### config.mk
export PLATFORM = sky130hd
export DESIGN_NAME = dual_interval_timer
export DESIGN_NICKNAME = d
export VERILOG_FILES = /design/src/rtl/dit_pkg.sv /design/src/rtl/dit_reload_timer.sv /design/src/rtl/dit_oneshot_timer.sv /design/src/rtl/dual_interval_timer.sv
export SDC_FILE = /design/constraint.sdc
export NUM_CORES = 1
export LEC_CHECK = 0
export ABC_CLOCK_PERIOD_IN_PS = 2720
export BUFFER_PORTS_ARGS = -buffer_cell sky130_fd_sc_hd__buf_4
export CORE_MARGIN = 2
export CORE_UTILIZATION = 60
export CTS_BUF_LIST = sky130_fd_sc_hd__clkbuf_16
export CTS_CLUSTER_SIZE = 14
export DETAILED_ROUTE_END_ITERATION = 16
export MAX_ROUTING_LAYER = met4
export PLACE_DENSITY = 0.91
export SLEW_MARGIN = 40
export SYNTH_ARGS = -nofsm -noshare
export SYNTH_HDL_FRONTEND = slang
export SYNTH_SLANG_ARGS = --single-unit
### constraint.sdc
create_clock -name clk -period 2.72 [get_ports clk]
set_clock_uncertainty 0.15 [all_clocks]
set_input_delay 0.272 -clock clk [delete_from_list [all_inputs] [get_ports clk]]
set_output_delay 0.272 -clock clk [all_outputs]
set_load 0.02 [all_outputs]
### src/rtl/dit_pkg.sv
package dit_pkg;
  localparam int OFS_W = 4;
  localparam logic [OFS_W-1:0] OFS_T1_CLO = 4'h4;
  localparam logic [OFS_W-1:0] OFS_T1_CHI = 4'h5;
  localparam logic [OFS_W-1:0] OFS_T1_LLO = 4'h6;
  localparam logic [OFS_W-1:0] OFS_T1_LHI = 4'h7;
  localparam logic [OFS_W-1:0] OFS_T2_LO  = 4'h8;
  localparam logic [OFS_W-1:0] OFS_T2_HI  = 4'h9;
endpackage

### src/rtl/dit_reload_timer.sv
module dit_reload_timer #(
  parameter int BYTE_W = 8,
  localparam int CNT_W = 2 * BYTE_W
) (
  input  logic              clk,
  input  logic              rst,
  input  logic              cnt_en,
  input  logic              wr_lat_lo,
  input  logic              wr_lat_hi,
  input  logic              wr_start,
  input  logic              rd_clr,
  input  logic [BYTE_W-1:0] wdata,
  output logic [CNT_W-1:0]  count,
  output logic [CNT_W-1:0]  latch,
  output logic              flag,
  output logic              clr_evt
);
  logic             load_q;
  logic [CNT_W-1:0] load_val;
  logic             reload_q;
  logic             running;
  logic             step;
  logic             ufl;

  assign step = running && cnt_en && !load_q;
  assign ufl  = step && !reload_q && (count == '0);

  always_ff @(posedge clk) begin
    if (rst) begin
      count    <= '0;
      latch    <= '0;
      flag     <= 1'b0;
      clr_evt  <= 1'b0;
      load_q   <= 1'b0;
      load_val <= '0;
      reload_q <= 1'b0;
      running  <= 1'b0;
    end else begin
      clr_evt <= rd_clr | wr_start;
      if (wr_lat_lo) latch[BYTE_W-1:0] <= wdata;
      if (wr_lat_hi || wr_start) latch[CNT_W-1:BYTE_W] <= wdata;
      load_q <= wr_start;
      if (wr_start) begin
        load_val <= {wdata, latch[BYTE_W-1:0]};
        running  <= 1'b1;
      end
      if (load_q) begin
        count    <= load_val;
        reload_q <= 1'b0;
      end else if (step) begin
        if (reload_q) begin
          count    <= latch;
          reload_q <= 1'b0;
        end else begin
          count <= count - 1'b1;
          if (count == '0) reload_q <= 1'b1;
        end
      end
      if (wr_start)    flag <= 1'b0;
      else if (ufl)    flag <= 1'b1;
      else if (rd_clr) flag <= 1'b0;
    end
  end

  assert_start_clears_flag_R4: assert property (@(posedge clk) disable iff (rst)
    wr_start |=> !flag);
  assert_load_replaces_step_R4: assert property (@(posedge clk) disable iff (rst)
    load_q |=> count == $past(load_val));
  assert_latch_hi_keeps_flag_R3: assert property (@(posedge clk) disable iff (rst)
    (wr_lat_hi && !ufl && !rd_clr && !wr_start) |=> flag == $past(flag));
  assert_underflow_sets_flag_R6: assert property (@(posedge clk) disable iff (rst)
    (ufl && !wr_start) |=> flag);
  assert_clear_event_R11: assert property (@(posedge clk) disable iff (rst)
    (rd_clr || wr_start) |=> clr_evt);
endmodule

### src/rtl/dit_oneshot_timer.sv
module dit_oneshot_timer #(
  parameter int BYTE_W = 8,
  localparam int CNT_W = 2 * BYTE_W
) (
  input  logic              clk,
  input  logic              rst,
  input  logic              cnt_en,
  input  logic              hold,
  input  logic              wr_lo,
  input  logic              wr_start,
  input  logic              rd_clr,
  input  logic [BYTE_W-1:0] wdata,
  output logic [CNT_W-1:0]  count,
  output logic              flag,
  output logic              clr_evt
);
  logic [BYTE_W-1:0] lo_latch;
  logic              load_q;
  logic [CNT_W-1:0]  load_val;
  logic              running;
  logic              armed;
  logic              step;
  logic              ufl;

  assign step = running && cnt_en && !hold && !load_q;
  assign ufl  = step && (count == '0);

  always_ff @(posedge clk) begin
    if (rst) begin
      lo_latch <= '0;
      load_q   <= 1'b0;
      load_val <= '0;
      running  <= 1'b0;
      armed    <= 1'b0;
      count    <= '0;
      flag     <= 1'b0;
      clr_evt  <= 1'b0;
    end else begin
      clr_evt <= rd_clr | wr_start;
      if (wr_lo) lo_latch <= wdata;
      load_q <= wr_start;
      if (wr_start) begin
        load_val <= {wdata, lo_latch};
        running  <= 1'b1;
        armed    <= 1'b1;
      end else if (ufl) begin
        armed <= 1'b0;
      end
      if (load_q)    count <= load_val;
      else if (step) count <= count - 1'b1;
      if (wr_start)          flag <= 1'b0;
      else if (ufl && armed) flag <= 1'b1;
      else if (rd_clr)       flag <= 1'b0;
    end
  end

  assert_start_clears_R7: assert property (@(posedge clk) disable iff (rst)
    wr_start |=> (!flag && load_q));
  assert_hold_freezes_R9: assert property (@(posedge clk) disable iff (rst)
    (hold && !load_q) |=> count == $past(count));
  assert_flag_once_R10: assert property (@(posedge clk) disable iff (rst)
    $rose(flag) |-> $past(armed));
  assert_clear_event_R11: assert property (@(posedge clk) disable iff (rst)
    (rd_clr || wr_start) |=> clr_evt);
endmodule

### src/rtl/dual_interval_timer.sv
module dual_interval_timer #(
  parameter int ADDR_W = 4,
  parameter int BYTE_W = 8,
  localparam int CNT_W = 2 * BYTE_W
) (
  input  logic              clk,
  input  logic              rst,
  input  logic [ADDR_W-1:0] addr,
  input  logic [BYTE_W-1:0] wdata,
  input  logic              wr_en,
  input  logic              rd_en,
  input  logic              cnt_en,
  input  logic              t2_hold,
  output logic [BYTE_W-1:0] rdata,
  output logic              t1_flag,
  output logic              t2_flag,
  output logic              t1_clr_evt,
  output logic              t2_clr_evt
);
  import dit_pkg::*;

  logic sel_t1_clo, sel_t1_chi, sel_t1_llo, sel_t1_lhi, sel_t2_lo, sel_t2_hi;
  logic [CNT_W-1:0] t1_count, t1_latch, t2_count;

  assign sel_t1_clo = (addr == ADDR_W'(OFS_T1_CLO));
  assign sel_t1_chi = (addr == ADDR_W'(OFS_T1_CHI));
  assign sel_t1_llo = (addr == ADDR_W'(OFS_T1_LLO));
  assign sel_t1_lhi = (addr == ADDR_W'(OFS_T1_LHI));
  assign sel_t2_lo  = (addr == ADDR_W'(OFS_T2_LO));
  assign sel_t2_hi  = (addr == ADDR_W'(OFS_T2_HI));

  dit_reload_timer #(.BYTE_W(BYTE_W)) t1_i (
    .clk(clk), .rst(rst), .cnt_en(cnt_en),
    .wr_lat_lo(wr_en && (sel_t1_clo || sel_t1_llo)),
    .wr_lat_hi(wr_en && sel_t1_lhi),
    .wr_start(wr_en && sel_t1_chi),
    .rd_clr(rd_en && sel_t1_clo),
    .wdata(wdata), .count(t1_count), .latch(t1_latch),
    .flag(t1_flag), .clr_evt(t1_clr_evt)
  );

  dit_oneshot_timer #(.BYTE_W(BYTE_W)) t2_i (
    .clk(clk), .rst(rst), .cnt_en(cnt_en), .hold(t2_hold),
    .wr_lo(wr_en && sel_t2_lo),
    .wr_start(wr_en && sel_t2_hi),
    .rd_clr(rd_en && sel_t2_lo),
    .wdata(wdata), .count(t2_count),
    .flag(t2_flag), .clr_evt(t2_clr_evt)
  );

  always_ff @(posedge clk) begin
    if (rst) begin
      rdata <= '0;
    end else if (rd_en) begin
      if (sel_t1_clo)      rdata <= t1_count[BYTE_W-1:0];
      else if (sel_t1_chi) rdata <= t1_count[CNT_W-1:BYTE_W];
      else if (sel_t1_llo) rdata <= t1_latch[BYTE_W-1:0];
      else if (sel_t1_lhi) rdata <= t1_latch[CNT_W-1:BYTE_W];
      else if (sel_t2_lo)  rdata <= t2_count[BYTE_W-1:0];
      else if (sel_t2_hi)  rdata <= t2_count[CNT_W-1:BYTE_W];
      else                 rdata <= '0;
    end
  end

  assert_one_select_R5: assert property (@(posedge clk) disable iff (rst)
    $onehot0({sel_t1_clo, sel_t1_chi, sel_t1_llo, sel_t1_lhi, sel_t2_lo, sel_t2_hi}));
  assert_stable_without_read_R5: assert property (@(posedge clk) disable iff (rst)
    !rd_en |=> $stable(rdata));
endmodule

==> run metrics, run 1 <==
M1 GR Usage=43.35%; wire per inst=18.96 µm; switching power total=0.8155 mW; clock sinks=106; clock power share=39.8%; CTS Buffer Depth=2; f_max=0.4470 GHz; first drt pass iteration count=5; global-route usage over all layers=32.13%; first-pass GRT wire length=21,250 µm; Hold Path Class=primary input to flop; Yosys cell types=54; row cnt=33; Slew @ Worst Pin=756.4 ps; clk root buf=clkbuf_16; Diodes inserted=0; outcome=finished clean; total CTS buffers=9; share of cells above drive strength 1=11.80%; die width=94.62 µm; Starting DRT DRC Count=587; Setup WS pre-CTS=497.4 ps; Post-Layout Cell Count=698; Power per Cell Area=574.7 mW/mm²; final worst-path cycle share=82.24%; H-Tree Depth=3; post-CTS setup buffer count=0; Tot Pwr=3.148 mW; Post-Syn Area per Cell=8.599 µm²; CP max-delay cell=or4_1; Tmin final=2237 ps; Post-synth EDFFs=0; DRT Wirelength=13,230 µm; die height=94.62 µm; Comb power frac=9.3%; DP HPWL=9152 µm; max incr delay on CP=530 ps; Antenna Nets Post-Route=0; CP bufs+invs=1; CP required=2850 ps; Mapped Area=0.004927 mm²; Top delay family on crit path=simple AND/OR/NAND/NOR gates; Syn Inst Count=573; Final Hold Vio Count=0; CTS resizes=0; CTS tree=built; DR vias=4,488; post-route cell area=0.005478 mm²; vias in the first global route=4,065; Buffers on Ports=29; crit end category=flop; Layout area overhead=11.17%; maxcap violations=0; GPL Wtd Cong=0.9741; # hold bufs at CTS=0; Setup Viol. Count Final=0; met2 usage=46.39%; Worst slew margin=49.52%; Core Region=0.008093 mm²; Initial Util=60.88%; I/O pin count=30; Placed Cells=682; crit start category=flop; CP arrival=2360 ps; busiest grt layer=met2; leakage power=2.089 nW; largest net degree at the start of global routing=44; Worst-Skew Late Latency=360 ps; met3 GRT Util=6.704%; fin. max-slew vios=0; Post-Syn Nets=594; final net count=609; Finished Core Util=67.69%; GRT overflow=0; setup TNS=0 ps; Placed Area=0.005194 mm²; RSZ-0062 raised after global routing=false; critical-path cell list=inv_1 > ha_1 > nor3b_1 > nand2_1 > or4_1 > a21boi_0; number of synthesized register bits=106; WS Path Type=flop to flop; internal power=2.332 mW; Hold Slack=28.80 ps; final worst slack=482.9 ps; switching fraction of total power=25.91%; yosys warns=0; Flop pwr share=50.9%; post-synthesis sequential area ratio=43.07%; crit-path max FO=6; asr flop ratio synth=0%; antenna violations before repair=0; Max IR drop VDD=0.0004296 V; Clock transition at path regs=70 ps; DIE AREA=0.008953 mm²; ys flop type=dfxtp_1; DR DRC count=0; drt via density=6.430
==> final timing paths <==
kind                          from               end  slack (ps)  cells past startpoint
hold / removal            wdata[1]  t2_i.load_val[9]          30                      2
hold reg to reg   t2_i.lo_latch[5]  t2_i.load_val[5]         320                      1
setup / recovery     t1_i.count[0]         t1_i.flag         480                      6
setup reg to reg     t1_i.count[0]         t1_i.flag         480                      6
==> state kept, by name, indices dropped and copies added (netlist names), 8 cells and up <==
name and flops:
t1_i.count 16, t1_i.latch 16, t1_i.load_val 16, t2_i.count 16, t2_i.load_val 16, rdata 8
t2_i.lo_latch 8
==> power by group through the flow <==
stage	clock [mW]	sequential (mW)	combinational (mW)
floorplan	0	1.63	0.189
global placement	0	1.64	0.276
detailed placement	0	1.64	0.284
CTS	1.25	1.60	0.287
global route	1.31	1.61	0.317
finish	1.25	1.60	0.292
==> cells by family (layout without fill, tap and decap cells) <==
family / after synthesis / after routing / share of synthesized area [%]
flip-flops: 106 / 106 / 43.07
adder cells (fa/ha/maj): 3 / 3 / 0.7619
multiplexers: 29 / 29 / 5.993
AO/OA/AOI/OAI: 160 / 160 / 21.23
buffers and inverters: 46 / 66 / 4.317
XOR/XNOR: 18 / 18 / 3.200
AND/OR/NAND/NOR: 211 / 211 / 21.43
==> final cells by class <==
type	instances	area, µm²
multi-input cells	421	2603
clock inverters	7	58.81
flip-flops and latches	106	2122
inverters	10	37.54
fillers	666	2615
repair buffers	40	300.3
clock buffers	9	225.2
well taps	105	131.4
==> routing by layer <==
metal / up-vias / wire [µm] / share of wire, %
met3: 46 / 1187 / 9.0
met5: - / 0 / 0
li1: 2091 / - / -
met1: 2119 / 5534 / 42
met4: 0 / 442 / 3.3
met2: 232 / 6067 / 46
==> cells in the mapped netlist (3+ instances only) <==
cell type / instances / area, µm²
a211oi_1: 9 / 67.56
a21oi_1: 45 / 225.2
a221oi_1: 3 / 26.28
a22o_1: 33 / 289.0
a22oi_1: 6 / 45.04
a31oi_1: 3 / 18.77
buf_1: 3 / 11.26
clkbuf_1: 27 / 101.4
clkbuf_8: 3 / 41.29
dfxtp_1: 106 / 2122
ha_1: 3 / 37.54
inv_1: 10 / 37.54
mux2_2: 4 / 45.04
mux2i_1: 25 / 250.2
nand2_1: 76 / 285.3
nand2b_1: 14 / 87.58
nand3_1: 14 / 70.07
nand3b_1: 8 / 60.06
nand4_1: 11 / 68.82
nand4b_1: 4 / 35.03
nor2_1: 41 / 153.9
nor2b_1: 7 / 43.79
nor3_1: 13 / 65.06
nor4_1: 3 / 18.77
o211ai_1: 4 / 30.03
o21ai_0: 38 / 190.2
o32ai_1: 4 / 35.03
or3_1: 3 / 18.77
xnor2_1: 16 / 140.1
==> worst register-to-register path, cell delays in order (launching register included) <==
cell	delay, ps
dfxtp_1	360
inv_1	90
ha_1	200
nor3b_1	460
nand2_1	190
or4_1	530
a21boi_0	170
==> cell usage in the layout (no fill, tap or decap), drive strengths merged, types with 5 or more instances in the layout <==
cell type  Yosys  layout
a211oi         9       9
a21oi         45      45
a22o          33      33
a22oi          6       6
buf            6      40
clkbuf        30       9
dfxtp        106     106
inv           10      14
mux2i         25      25
nand2         76      76
nand2b        14      14
nand3         14      14
nand3b         8       8
nand4         11      11
nor2          41      41
nor2b          7       7
nor3          13      13
nor4           5       5
o21ai         38      38
xnor2         16      16
(Power assumes the default switching activity.)
==> run 2: changes to the inputs <==
--- a/config.mk
+++ b/config.mk
@@ -5,15 +5,15 @@
 export SDC_FILE = /design/constraint.sdc
 export NUM_CORES = 1
 export LEC_CHECK = 0
-export ABC_CLOCK_PERIOD_IN_PS = 2720
+export ABC_CLOCK_PERIOD_IN_PS = 1800
 export BUFFER_PORTS_ARGS = -buffer_cell sky130_fd_sc_hd__buf_4
 export CORE_MARGIN = 2
-export CORE_UTILIZATION = 60
+export CORE_UTILIZATION = 55
 export CTS_BUF_LIST = sky130_fd_sc_hd__clkbuf_16
 export CTS_CLUSTER_SIZE = 14
 export DETAILED_ROUTE_END_ITERATION = 16
 export MAX_ROUTING_LAYER = met4
-export PLACE_DENSITY = 0.91
+export PLACE_DENSITY = 0.88
 export SLEW_MARGIN = 40
 export SYNTH_ARGS = -nofsm -noshare
 export SYNTH_HDL_FRONTEND = slang
==> constraint.sdc (replaced) <==
create_clock -name clk -period 1.8 [get_ports clk]
set_clock_uncertainty 0.15 [all_clocks]
set_input_delay 0.18 -clock clk [delete_from_list [all_inputs] [get_ports clk]]
set_output_delay 0.18 -clock clk [all_outputs]
set_load 0.02 [all_outputs]
==> run 2 against run 1 <==
The flow now finishes with violations (setup timing). Routed wire length is 11% higher. Non-clock buffer count up 50. Combinational power grew 91%. Die area up 8.7%. Sequential power grew 51%. Critical path depth is 1 lower. Largest cell class unchanged. Highest routed layer unchanged.
==> run metrics, run 2 (synthesis gave the netlist of run 1 again) <==
outcome=complete, but fails checks; failing checks=setup timing; total CTS buffers=9 (unchanged); most common cell after layout, fill and taps aside=dfxtp_1; Tot Pwr=4.918 mW (+56%); Initial Util=56.50% (-4.4 points); leakage power=2.426 nW (+16%); Setup Viol. Count Final=11 (+11); CP required=1850 ps (-1000 ps); GPL Wtd Cong=1.018 (+4.5%); wire per inst=19.58 µm (+3.3%); commonest non-fill, non-tap cells in the layout=101 x dfxtp_1, 75 x buf_4, 74 x nand2_1; Hold Path Sink=rdata[3]; f_max=0.4975 GHz (+11%); clk root buf=clkbuf_16; CTS Buffer Depth=2 (unchanged); Final Hold Vio Count=0 (unchanged); Clock transition at path regs=80 ps (about the same); RSZ-0062 raised after global routing=true; worst r2r path cells=5 (-1); DIE AREA=0.009732 mm² (+8.7%); final net count=659 (+8.2%); row cnt=34 (+3.0%); first drt pass iteration count=8 (+3); Power per Cell Area=800.8 mW/mm² (+39%); FF-to-FF setup slack=-210 ps (-690 ps); maxcap violations=0 (unchanged); crit start category=flop; DRT Wirelength=14,700 µm (+11%); reg-to-reg critical path startpoint=t2_i.count[11]; Worst-Skew Late Latency=350 ps (about the same); Antenna Nets Post-Route=0 (unchanged); CTS tree=built; final worst-path cycle share=111.7% (+29 points); crit end category=flop; hold wc startpoint=rst; antenna violations before repair=0 (unchanged); DR vias=4,827 (+7.6%); largest net degree at the start of global routing=53 (+20%); clock sinks=106 (unchanged); CP arrival=2070 ps (-290 ps); multi-input logic area=0.002805 mm² (+7.8%); Layout area overhead=24.63%; drt via density=6.427 (about the same); global-route usage over all layers=30.33% (-1.8 points); Slew @ Worst Pin=743.2 ps (-13.13 ps); Starting DRT DRC Count=543 (-7.5%); Tmin final=2010 ps (-226.8 ps); Reg-to-Reg End=t2_i.count[15]; Fill cells=593 (-11%); WS Path Type=flop to flop; hold depth=2 (unchanged); Diodes inserted=0 (unchanged); Hold Path Class=primary input to flop; Core Region=0.008721 mm² (+7.8%); DP HPWL=9908 µm (+8.3%); GRT overflow=0 (unchanged); fin. max-slew vios=0 (unchanged); Buffers on Ports=29 (unchanged); share of cells above drive strength 1=22.24% (+10 points); die width=98.65 µm (+4.3%); final worst slack=-210.2 ps (-693.2 ps); Max IR drop VDD=0.0005805 V (+35%); crit-path max FO=2 (-4); vias in the first global route=4,584 (+13%); die height=98.65 µm (+4.3%); Finished Core Util=70.42% (+2.7 points); H-Tree Depth=3 (unchanged); Register Area=0.002128 mm² (+0.29%); I/O pin count=30 (unchanged); first-pass GRT wire length=22,800 µm (+7.3%); DR DRC count=0 (unchanged); Worst slew margin=50.40% (+0.88 points)
[run 2: cell types whose count changed in the layout (fill, tap and decap cells not counted), sizes merged]
| cell | before | now |
|---|---|---|
| buf | 40 | 82 |
| dlygate4sd3 | 0 | 8 |
[run 2: final cells by class]
type | instances | area share, %
tap | 108 | 2.200
multi-input combinational | 421 | 45.68
inverter | 10 | 0.6112
clock inverter | 7 | 1.141
clock buffer | 9 | 3.667
sequential | 106 | 34.66
timing repair buffer | 90 | 12.04
[run 2: stage by stage]
stage | setup WS (ps) | TNS, ps | cells | instance area (µm²) | hold slack (ps)
after detailed placement | -195.4 | -1043 | 724 | 5550 | 297.4
after CTS | -214.0 | -599.6 | 749 | 5969 | 3.036
after global routing | -250.4 | -1537 | 751 | 6141 | 25.25
after floorplan | -205.0 | -214.2 | 573 | 4962 | 155.7
after global placement | -182.5 | -362.2 | 724 | 5550 | 291.6
final | -210.2 | -717.7 | 751 | 6141 | 6.040
[run 2: what timing repair did]
action,in CTS,in global routing
setup endpoints to repair,13,22
buffers inserted,1,2
pin swaps,5,16
hold buffers,8,0
gates resized for setup,10,37
hold endpoints to repair,38,0
[run 2: worst max path at each step]
| stage | startpoint | slack [ps] | endpoint |
|---|---|---|---|
| final | t2_i.count[11] | -210 | t2_i.count[15] |
| after global routing | t2_i.count[11] | -250 | t2_i.count[15] |
| after CTS | t2_i.count[11] | -210 | t2_i.count[15] |
| after detailed placement | t2_i.count[11] | -200 | t2_i.count[15] |
| after global placement | t2_i.count[11] | -180 | t2_i.count[15] |
| after floorplan | t2_i.count[11] | -200 | t2_i.count[15] |
[run 2: metal layers]
metal,global-route usage (%),vias up,wire (µm)
li1,-,2193,-
met1,39.67,2273,5937
met2,48.46,302,6880
met3,4.468,59,1398
met4,10.33,0,486
met5,-,-,0
[run 2: critical path: stages, from the launching register on]
cell,delay (ps)
dfxtp_1,320
or4_4,530
or4_4,420
buf_4,160
o21ai_0,180
a311oi_1,110
[run 2: report_power, final]
group	switching [mW]	leakage, nW	internal, mW
clock network	0.959	0.147	0.980
logic	0.308	1.42	0.249
registers	0.0398	0.859	2.38
total	1.31	2.43	3.61
